--- src/rtl/mdio_emu_pkg.sv ---
package mdio_emu_pkg;

   // byte offsets on the register bus
   localparam logic [7:0] OFS_CFG = 8'h00;
   localparam logic [7:0] OFS_CMD = 8'h24;
   localparam logic [7:0] OFS_ADR = 8'h28;
   localparam logic [7:0] OFS_CTL = 8'h2C;
   localparam logic [7:0] OFS_STS = 8'h30;

   // bit positions that carry behaviour
   localparam int CFG_SRST_BIT = 31;
   localparam int CMD_RD_BIT   = 0;
   localparam int PC_RST_BIT   = 15;
   localparam int PC_AN_BIT    = 12;
   localparam int PS_LINK_BIT  = 2;
   localparam int PS_ANOK_BIT  = 5;

   // reload values of the modelled transceiver
   localparam logic [15:0] PS_CAPS = 16'h7848;
   localparam logic [15:0] ID_HI   = 16'h0022;
   localparam logic [15:0] ID_LO   = 16'h1550;
   localparam logic [15:0] AD_CAPS = 16'h01E1;
   localparam logic [15:0] PC_SELF_CLR = 16'h9000;

   typedef struct packed {
      logic [4:0] phy;
      logic [4:0] regn;
   } mgmt_sel_t;

   function automatic logic [15:0] phy_default(input int unsigned idx, input logic link);
      logic [15:0] v;
      case (idx)
         1:       begin
                     v = PS_CAPS;
                     v[PS_LINK_BIT] = link;
                     v[PS_ANOK_BIT] = link;
                  end
         2:       v = ID_HI;
         3:       v = ID_LO;
         4:       v = AD_CAPS;
         default: v = 16'h0000;
      endcase
      return v;
   endfunction

endpackage

--- src/rtl/mdio_emu_regbus.sv ---
module mdio_emu_regbus
   import mdio_emu_pkg::*;
#(
   parameter int ADDR_W    = 8,
   parameter int BUS_W     = 32,
   parameter int DATA_W    = 16,
   parameter int PHY_ADDR  = 1,
   parameter int REG_COUNT = 32
) (
   input  logic              clk,
   input  logic              rst_n,
   input  logic              bus_wr,
   input  logic [ADDR_W-1:0] bus_addr,
   input  logic [BUS_W-1:0]  bus_wdata,
   input  logic [DATA_W-1:0] file_rd,
   output logic [BUS_W-1:0]  bus_rdata,
   output mgmt_sel_t         sel,
   output logic              ctl_wr,
   output logic              soft_rst,
   output logic [DATA_W-1:0] status_q
);

   logic              hit_cfg, hit_cmd, hit_adr, hit_ctl;
   logic              phy_hit;
   logic [DATA_W-1:0] ctl_q;
   logic              unused_bits;

   assign hit_cfg = bus_wr && (bus_addr == ADDR_W'(OFS_CFG));
   assign hit_cmd = bus_wr && (bus_addr == ADDR_W'(OFS_CMD));
   assign hit_adr = bus_wr && (bus_addr == ADDR_W'(OFS_ADR));
   assign hit_ctl = bus_wr && (bus_addr == ADDR_W'(OFS_CTL));

   // selected transceiver answers and register number is inside the file
   assign phy_hit  = (sel.phy == 5'(PHY_ADDR)) && (32'(sel.regn) < REG_COUNT);
   assign ctl_wr   = hit_ctl && phy_hit;
   assign soft_rst = hit_cfg && bus_wdata[CFG_SRST_BIT];

   always_ff @(posedge clk or negedge rst_n) begin
      if (!rst_n) begin
         sel      <= '0;
         ctl_q    <= '0;
         status_q <= '0;
      end else begin
         if (hit_adr) begin
            sel.phy  <= bus_wdata[12:8];
            sel.regn <= bus_wdata[4:0];
         end
         if (hit_ctl) begin
            ctl_q <= bus_wdata[DATA_W-1:0];
         end
         if (hit_cmd && bus_wdata[CMD_RD_BIT]) begin
            status_q <= phy_hit ? file_rd : '1;
         end
      end
   end

   always_comb begin
      bus_rdata = '0;
      if (bus_addr == ADDR_W'(OFS_ADR)) begin
         bus_rdata[12:8] = sel.phy;
         bus_rdata[4:0]  = sel.regn;
      end else if (bus_addr == ADDR_W'(OFS_CTL)) begin
         bus_rdata = BUS_W'(ctl_q);
      end else if (bus_addr == ADDR_W'(OFS_STS)) begin
         bus_rdata = BUS_W'(status_q);
      end
   end

   // bits of the write word that no register keeps
   assign unused_bits = ^bus_wdata;

endmodule

--- src/rtl/mdio_emu_phy_file.sv ---
module mdio_emu_phy_file
   import mdio_emu_pkg::*;
#(
   parameter int REG_COUNT = 32,
   parameter int DATA_W    = 16,
   localparam int IDX_W    = $clog2(REG_COUNT)
) (
   input  logic              clk,
   input  logic              rst_n,
   input  logic              wr_en,
   input  logic [IDX_W-1:0]  wr_idx,
   input  logic [DATA_W-1:0] wr_data,
   input  logic              soft_rst,
   input  logic              link_up,
   input  logic [IDX_W-1:0]  rd_idx,
   output logic [DATA_W-1:0] rd_data,
   output logic [DATA_W-1:0] reg0_q,
   output logic [DATA_W-1:0] reg1_q
);

   logic [REG_COUNT-1:0][DATA_W-1:0] ent;
   logic link_q;
   logic hit0, phy_rst, an_now, link_chg;

   assign hit0     = wr_en && (wr_idx == '0);
   assign phy_rst  = soft_rst || (hit0 && wr_data[PC_RST_BIT]);
   assign an_now   = hit0 && wr_data[PC_AN_BIT];
   assign link_chg = (link_up != link_q);

   always_ff @(posedge clk or negedge rst_n) begin
      if (!rst_n) link_q <= 1'b0;
      else        link_q <= link_up;
   end

   for (genvar i = 0; i < REG_COUNT; i++) begin : g_ent
      logic [DATA_W-1:0] q;
      logic              hit;
      assign hit    = wr_en && (wr_idx == IDX_W'(i));
      assign ent[i] = q;

      if (i == 0) begin : g_ctrl
         // control word: self-clearing reset and negotiation-start bits
         always_ff @(posedge clk or negedge rst_n) begin
            if (!rst_n)       q <= DATA_W'(phy_default(0, 1'b0));
            else if (hit)     q <= wr_data & ~DATA_W'(PC_SELF_CLR);
            else if (phy_rst) q <= DATA_W'(phy_default(0, link_up));
         end
      end else if (i == 1) begin : g_stat
         // status word: live link flags and instant negotiation
         logic [DATA_W-1:0] nxt;
         always_comb begin
            nxt = phy_rst ? DATA_W'(phy_default(1, link_up)) : q;
            if (link_chg) begin
               nxt[PS_LINK_BIT] = link_up;
               nxt[PS_ANOK_BIT] = link_up;
            end
            if (an_now) nxt[PS_ANOK_BIT] = 1'b1;
            if (hit)    nxt = wr_data;
         end
         always_ff @(posedge clk or negedge rst_n) begin
            if (!rst_n) q <= DATA_W'(phy_default(1, 1'b0));
            else        q <= nxt;
         end
      end else begin : g_plain
         always_ff @(posedge clk or negedge rst_n) begin
            if (!rst_n)       q <= DATA_W'(phy_default(i, 1'b0));
            else if (hit)     q <= wr_data;
            else if (phy_rst) q <= DATA_W'(phy_default(i, link_up));
         end
      end
   end

   assign rd_data = ent[rd_idx];
   assign reg0_q  = ent[0];
   assign reg1_q  = ent[1];

endmodule

--- src/rtl/mdio_phy_emu.sv ---
module mdio_phy_emu
   import mdio_emu_pkg::*;
#(
   parameter int ADDR_W    = 8,
   parameter int BUS_W     = 32,
   parameter int DATA_W    = 16,
   parameter int REG_COUNT = 32,
   parameter int PHY_ADDR  = 1,
   localparam int IDX_W    = $clog2(REG_COUNT)
) (
   input  logic              clk,
   input  logic              rst_n,
   input  logic              bus_wr,
   input  logic [ADDR_W-1:0] bus_addr,
   input  logic [BUS_W-1:0]  bus_wdata,
   output logic [BUS_W-1:0]  bus_rdata,
   input  logic              link_up
);

   if (ADDR_W < 8) begin : g_bad_addr
      $error("ADDR_W must cover the highest register offset");
   end
   if (BUS_W < 32) begin : g_bad_bus
      $error("BUS_W must hold the soft reset bit");
   end
   if (DATA_W != 16) begin : g_bad_data
      $error("DATA_W must match the 16-bit management word");
   end
   if (REG_COUNT < 8 || REG_COUNT > 32 || (REG_COUNT & (REG_COUNT - 1)) != 0) begin : g_bad_cnt
      $error("REG_COUNT must be a power of two from 8 to 32");
   end
   if (PHY_ADDR < 0 || PHY_ADDR > 31) begin : g_bad_phy
      $error("PHY_ADDR must fit the 5-bit address field");
   end

   mgmt_sel_t         sel;
   logic              ctl_wr, soft_rst;
   logic [DATA_W-1:0] status_q, file_rd, phy_reg0, phy_reg1;
   logic [4:0]        sel_phy, sel_regn;

   assign sel_phy  = sel.phy;
   assign sel_regn = sel.regn;

   mdio_emu_regbus #(
      .ADDR_W(ADDR_W), .BUS_W(BUS_W), .DATA_W(DATA_W),
      .PHY_ADDR(PHY_ADDR), .REG_COUNT(REG_COUNT)
   ) u_regbus (
      .clk(clk), .rst_n(rst_n), .bus_wr(bus_wr), .bus_addr(bus_addr),
      .bus_wdata(bus_wdata), .file_rd(file_rd), .bus_rdata(bus_rdata),
      .sel(sel), .ctl_wr(ctl_wr), .soft_rst(soft_rst), .status_q(status_q)
   );

   mdio_emu_phy_file #(
      .REG_COUNT(REG_COUNT), .DATA_W(DATA_W)
   ) u_file (
      .clk(clk), .rst_n(rst_n), .wr_en(ctl_wr),
      .wr_idx(sel_regn[IDX_W-1:0]), .wr_data(bus_wdata[DATA_W-1:0]),
      .soft_rst(soft_rst), .link_up(link_up),
      .rd_idx(sel_regn[IDX_W-1:0]), .rd_data(file_rd),
      .reg0_q(phy_reg0), .reg1_q(phy_reg1)
   );

endmodule

--- config.mk ---
export PLATFORM = sky130hd
export DESIGN_NAME = mdio_phy_emu
export DESIGN_NICKNAME = d
export VERILOG_FILES = /design/src/rtl/mdio_emu_pkg.sv /design/src/rtl/mdio_emu_regbus.sv /design/src/rtl/mdio_emu_phy_file.sv /design/src/rtl/mdio_phy_emu.sv
export SDC_FILE = /design/constraint.sdc
export NUM_CORES = 1
export LEC_CHECK = 0
export CAP_MARGIN = 20
export CORE_ASPECT_RATIO = 0.8
export CORE_MARGIN = 2
export CORE_UTILIZATION = 60
export CTS_BUF_LIST = sky130_fd_sc_hd__clkbuf_16
export CTS_CLUSTER_DIAMETER = 40
export CTS_CLUSTER_SIZE = 14
export DETAILED_ROUTE_END_ITERATION = 7
export PLACE_DENSITY_LB_ADDON = 0.3
export REMOVE_ABC_BUFFERS = 1
export SLEW_MARGIN = 20
export SYNTH_ARGS = -nofsm -noshare
export SYNTH_HDL_FRONTEND = slang
export SYNTH_SLANG_ARGS = --single-unit
export TNS_END_PERCENT = 50
--- constraint.sdc ---
create_clock -name clk -period 3.45 [get_ports clk]
set_clock_uncertainty 0.1 [all_clocks]
set_input_delay 0.345 -clock clk [delete_from_list [all_inputs] [get_ports clk]]
set_output_delay 0.345 -clock clk [all_outputs]
set_load 0.005 [all_outputs]
# Yosys cells after proc, flatten, opt, wreduce, memory -nomap -nowiden
# Cells that the tools add are included.
op_classes:
  order_cmp: 1
  n_eq_ne: 37
  muxes: 49
  n_reduce_logical: 78
op_table:
  columns: ["operator", "n"]
  rows:
  - ["16-bit 2-to-1 mux", 41]
  - ["16-bit binary-select mux with 5-bit select", 1]
  - ["5-bit == test (second input constant)", 16]
  - ["2-bit nonzero test", 32]
  - ["1-bit logical AND", 41]
  - ["5-bit by 4-bit == test with 1-bit output (second input constant)", 8]
  - ["8-bit by 6-bit == test with 1-bit output (second input constant)", 4]
  - ["5-bit by 3-bit == test with 1-bit output (second input constant)", 4]
  - ["5-bit by 1-bit == test with 1-bit output (second input constant)", 2]
  - ["5-bit by 2-bit == test with 1-bit output (second input constant)", 2]
  - ["5-bit 2-to-1 mux", 2]
  - ["8-bit logical NOT", 1]
  - ["5-bit by 6-bit < comparator with 1-bit output (second input constant)", 1]
  - ["3-bit 2-to-1 mux", 2]
  - ["5-bit logical NOT", 1]
  - ["4-bit nonzero test", 1]
  - ["1-bit 2-to-1 mux", 3]
  - ["3-bit nonzero test", 1]
  - ["1-bit logical OR", 1]
  - ["1-bit inequality test", 1]
totals:
  regBits: 555
  inputBits: 44
  out_inout_bits: 32
  word_cells: 204

# Logic depth before layout (Yosys ltp)
depth:
  depth_word: 10
  depth_mapped: 9
  ltp_nobuf: 5

# Modules after synthesis
# From an unflattened synthesis, not the netlist that was laid out.
hier_totals:
  hier_cells: 2499
  area_unflattened_um2: 26723.1
modules_own_cells:
  columns: ["module", "n_inst", "cells_per_inst", "area_each_um2", "seq_area_each_um2"]
  rows:
  - ["mdio_emu_phy_file", 1, 2302, 24445.9, 12809.8]
  - ["mdio_emu_regbus", 1, 197, 2277.2, 1051.0]

# Least setup slack after synthesis
# No wires, ideal clock.
synth_timing:
  path_kind: "register to register"
  start: "register u_regbus.sel[8] (netlist name)"
  end: "register u_file.g_ent[1].q[0] (netlist: u_file.reg1_q[0])"
  setup_time_ns: 0.121
  t_arrival_ns: 2.084
  required_time_ns: 3.229
  slack_ns: 1.145
  path_stages_with_launch: 8
  path_buffers: 2
  synth_period_minus_slack_ns: 2.305
  path_cell_list: "dfrtp_1 -> nor4b_4 -> nand4_4 -> buf_6 -> or4_1 -> and2_1 -> buf_2 -> a22o_1"
synth_via:
  elab_chain_len: 6
synth_lines:
  columns: ["element", "line", "source"]
  rows:
  - ["5-bit by 1-bit == test with 1-bit output (*)", "mdio_emu_regbus.sv:34", "assign phy_hit = (sel.phy == 5'(PHY_ADDR)) && (32'(sel.regn) < REG_COUNT);"]
  - ["1-bit logical AND (*)", "mdio_emu_regbus.sv:35", "assign ctl_wr = hit_ctl && phy_hit;"]
  - ["1-bit logical AND", "mdio_emu_phy_file.sv:25", "assign hit0 = wr_en && (wr_idx == '0);"]
  - ["1-bit logical AND", "mdio_emu_phy_file.sv:26", "assign phy_rst = soft_rst || (hit0 && wr_data[PC_RST_BIT]);"]
  - ["1-bit logical OR", "mdio_emu_phy_file.sv:26", null]
  - ["2-bit nonzero test (no source line)", null, null]
  - ["end signal, assigned", "mdio_emu_phy_file.sv:61", "if (!rst_n) q <= DATA_W'(phy_default(1, 1'b0));"]
  - ["end signal, assigned", "mdio_emu_phy_file.sv:62", "else q <= nxt;"]
  - ["end, declared", "mdio_emu_phy_file.sv:36", "logic [DATA_W-1:0] q;"]
# Mark *: on every way between the ends. The rest lies on a longest branch, timed or not.
# A chain may end at the register's enable or synchronous reset.

# Worst setup path in the final report
layout_timing:
  start: "register u_regbus.sel[1] (netlist name)"
  end: "output bus_rdata[1]"
layout_via:
  elab_chain_len: 1
layout_lines:
  columns: ["element", "line", "source"]
  rows:
  - ["5-bit 2-to-1 mux", "mdio_emu_regbus.sv:59", "if (bus_addr == ADDR_W'(OFS_ADR)) begin"]
  - ["end, declared", "mdio_phy_emu.sv:16", "output logic [BUS_W-1:0] bus_rdata,"]
# Every way passes these cells.

==> flow_metrics.py <==
metrics = {
    "min_path": {
        "hold_class": "input pin to flip-flop",
        "min-delay-start": "bus_wdata[1]",
        "hold_end": "u_file.g_ent[11].q[1]$_DFFE_PN0P_",
        "min_path_cells": 3,
    },
    "floorplan": {
        "start_util_pct": 60.5,
        "core_area_um2": 43000,
        "die_area_um2": 45000,
        "fp-row-count": 68,
        "io_pins": 76,
        "die_w_um": 237,
        "fp.dieH_um": 190,
    },
    "drt": {
        "drc": 0,
        "wire_per_inst_um": 23.6,
        "antenna_left": 0,
        "dr.first_iter.drc_count": 2833,
        "vias_per_cell": 6.48,
        "vias": 20600,
        "routed_wl_um": 75100,
        "firstDrtPassIters": 6,
    },
    "global_routing": {
        "grt_max_degree": 171,
        "top_usage_layer": "met2",
        "grt_usage_pct": 33.9,
        "met3_usage_pct": 9.11,
        "antenna_found_initial": 1,
        "grt_overflow": 0,
        "use_met1_pct": 47.7,
        "grt_pass1_wl_um": 117000,
        "grt_pass1_vias": 20400,
        "gr-usage-met2_pct": 51.5,
    },
    "yosys": {
        "synth_area_um2": 26000,
        "synthArstFlopShare_pct": 100,
        "ys_warn_count": 0,
        "syn_inst": 2609,
        "synth_edf_count": 0,
        "synth_top_area_share_pct": 51.5,
        "yosys.area.top_type": "dfrtp_1",
        "syn_area_per_cell_um2": 9.96,
        "ys_seq_area_share_pct": 53.4,
        "synth_ff_type": "dfrtp_1",
        "ys_ff_latch": 553,
        "synthTopCellsByArea": "dfrtp_1 (52%), nand2_1 (12%), mux4_2 (11%)",
        "synth.distinct_cells": 51,
    },
    "place": {
        "place_inst": 3067,
        "post-dp-hpwl_um": 45700,
        "io_buffer_count": 44,
        "gp_congestion": 0.893,
    },
    "sta": {
        "hold_violations": 0,
        "rsz0062_at_grt": "false",
        "hold_slack_ns": 0.170,
        "period_minus_slack_ns": 3.15,
        "relSlewSlack_pct": 27.4,
        "tightest_slew_ns": 1.09,
        "slew_violations": 0,
        "fin_crit_sh_pct": 91.4,
        "fmax_ghz": 0.317,
        "setup_viol": 0,
    },
    "final_layout": {
        "nFillCells": 3120,
        "diodes": 0,
        "multi_input_area_um2": 11100,
        "drive_gt1_share_pct": 15.5,
        "final_nets": 2614,
        "regArea_um2": 13900,
        "syn2layout_area_growth_pct": 12.6,
        "fin_cells": 3181,
    },
    "flow_run": {
        "drv_cap": 0,
    },
    "worst_setup_path": {
        "arrival_ns": 2.71,
        "crit_fanout": 31,
        "critPathMaxStageDelay_ns": 0.84,
        "start_kind": "flip-flop",
        "r2r_end": "u_file.g_ent[13].q[7]$_DFFE_PN0P_",
        "cp_slowest_cell": "dfrtp_4",
        "worstSetupPathType": "flip-flop to output pin",
        "end_kind": "output pin",
        "rrSetupSlack_ns": 0.50,
        "crit_chain": "buf_4, a222oi_1, inv_1, clkdlybuf4s50_1",
        "r2r_start": "u_regbus.sel[3]$_DFFE_PN0P_",
        "crit_required_ns": 3.00,
        "reg2reg_depth": 6,
    },
    "cts": {
        "cts_repair_resize_count": 0,
        "cts_buffer_depth": 3,
        "cts_buffers": 59,
        "cts.clk_slew.worst_paths_ns": 0.07,
        "cts_sinks": 553,
        "cts_root_buffer": "clkbuf_16",
        "cts_tree": "built",
        "htreeDepth": 2,
        "clk_latency_ns": 0.62,
    },
    "outcome": {
        "outcome": "complete, no violations",
    },
    "power": {
        "irDropWorstVdd_mv": 0.411,
        "leakagePower_nw": 12.6,
        "power_density_nw_per_um2": 476,
    },
}
## routing by layer
metal | wire length (um) | vias up
met5 | 13 | -
met4 | 2530 | 2
met3 | 8680 | 160
met1 | 29900 | 10400
li1 | - | 8917
met2 | 34000 | 1149
## worst max-delay path, delay by kind of cell (launching register included)
| kind | cells | cell delay (ns) |
|---|---|---|
| compound gates | 1 | 0.16 |
| buf+inv | 3 | 1.08 |
| flops | 1 | 0.84 |
## cell usage after synthesis, types with 3 or more instances
library cell    n
nor4_2         13
nand3_1        20
dfrtp_1       535
nor3_1         30
a22o_1         78
buf_1          15
a222oi_1       10
o21ai_1        33
buf_2          45
nor2_1         20
and2_1          3
o221ai_1       14
inv_1          24
mux2i_1         6
o21ai_0       389
nand3b_1        3
clkbuf_1      197
a2bb2oi_1       3
nor4_1         17
a21oi_1        15
and3_1          3
mux2_2         13
dfstp_2        18
or2_2           4
nor4_4          3
nand2_1       863
buf_4          16
nand2b_1        6
mux4_2        126
o22a_1         32
o22ai_1        29
## metrics by stage
stage / util (%) / setup slack (ns) / power [mW] / TNS (ns) / area [um2]
2_1_floorplan: - / -10.0 / 6.93 / -4083.39 / 24900
3_3_place_gp: 63.3 / 0.375 / 7.36 / 0 / 27200
3_5_place_dp: 63.3 / 0.285 / 7.38 / 0 / 27200
4_1_cts: 68.0 / 0.0470 / 13.9 / 0 / 29200
5_1_grt: 68.1 / 0.204 / 14.3 / 0 / 29200
6_report: 68.1 / 0.295 / 13.9 / 0 / 29200
## where the power goes
part	switching (mW)	internal [mW]
registers	0.0570	6.53
logic	0.485	0.204
clock network	2.78	3.85
total	3.33	10.6
## flip-flops by register name, indices dropped and copies added (netlist names)
| name | count |
|---|---|
| u_file.g_ent.q | 480 |
| u_file.reg1_q | 16 |
| u_regbus.ctl_q | 16 |
| u_regbus.status_q | 16 |
| u_file.reg0_q | 14 |
| u_regbus.sel | 10 |
| u_file.link_q | 1 |
## worst max path at each step
stage / cells after the start / from / slack [ns] / endpoint
2_1_floorplan: 5 / u_regbus.sel[0]$_DFFE_PN0P_ / -10.0 / u_file.reg1_q[11]$_DFFE_PN1P_
3_3_place_gp: 7 / bus_addr[1] / 0.37 / u_file.reg1_q[15]$_DFFE_PN0P_
3_5_place_dp: 7 / bus_addr[1] / 0.28 / u_file.g_ent[23].q[12]$_DFFE_PN0P_
4_1_cts: 4 / u_regbus.sel[1]$_DFFE_PN0P_ / 0.05 / bus_rdata[1]
5_1_grt: 8 / bus_addr[1] / 0.20 / bus_rdata[1]
6_report: 4 / u_regbus.sel[1]$_DFFE_PN0P_ / 0.30 / bus_rdata[1]
## cell usage in the layout (no fill, tap or decap), types with 11 or more instances in the layout
master             n
nor4_2            11
dfstp_2           18
o22a_1            32
dfrtp_1          533
buf_4            105
nor3_1            30
conb_1            16
o21ai_1           33
clkdlybuf4s50_1   42
mux4_2           126
a22o_1            78
o221ai_1          14
o21ai_0          389
clkbuf_16         61
nor2_1            20
o22ai_1           29
nand2_1          863
nand3_1           20
nor4_4            16
mux2_2            13
a21oi_1           15
inv_1             37
## layout make-up
class	instances	share of cell area (%)
clock buffer	61	5.22
clock inverter	51	1.76
inverter	24	0.308
multi-input combinational	1772	38.0
sequential	553	47.4
tap	560	2.40
timing repair buffer	160	4.92
## cells by family (layout without fill, tap and decap cells)
logic type	Yosys count	after routing	synth area share (%)
and+or+nand+nor	999	999	16.0
muxes	145	145	11.7
DFF	553	553	53.4
other	1	16	0.0144
buffers and inverters	299	296	4.83
AOI/OAI and AO/OA	612	612	14.1
## repair_timing
action	in CTS	in global routing
hold buffers	1	0
buffers inserted	0	1
endpoints found under the setup margin	0	1
endpoints found under the hold margin	72	0
Note: power is estimated with default switching activity, not from simulation.
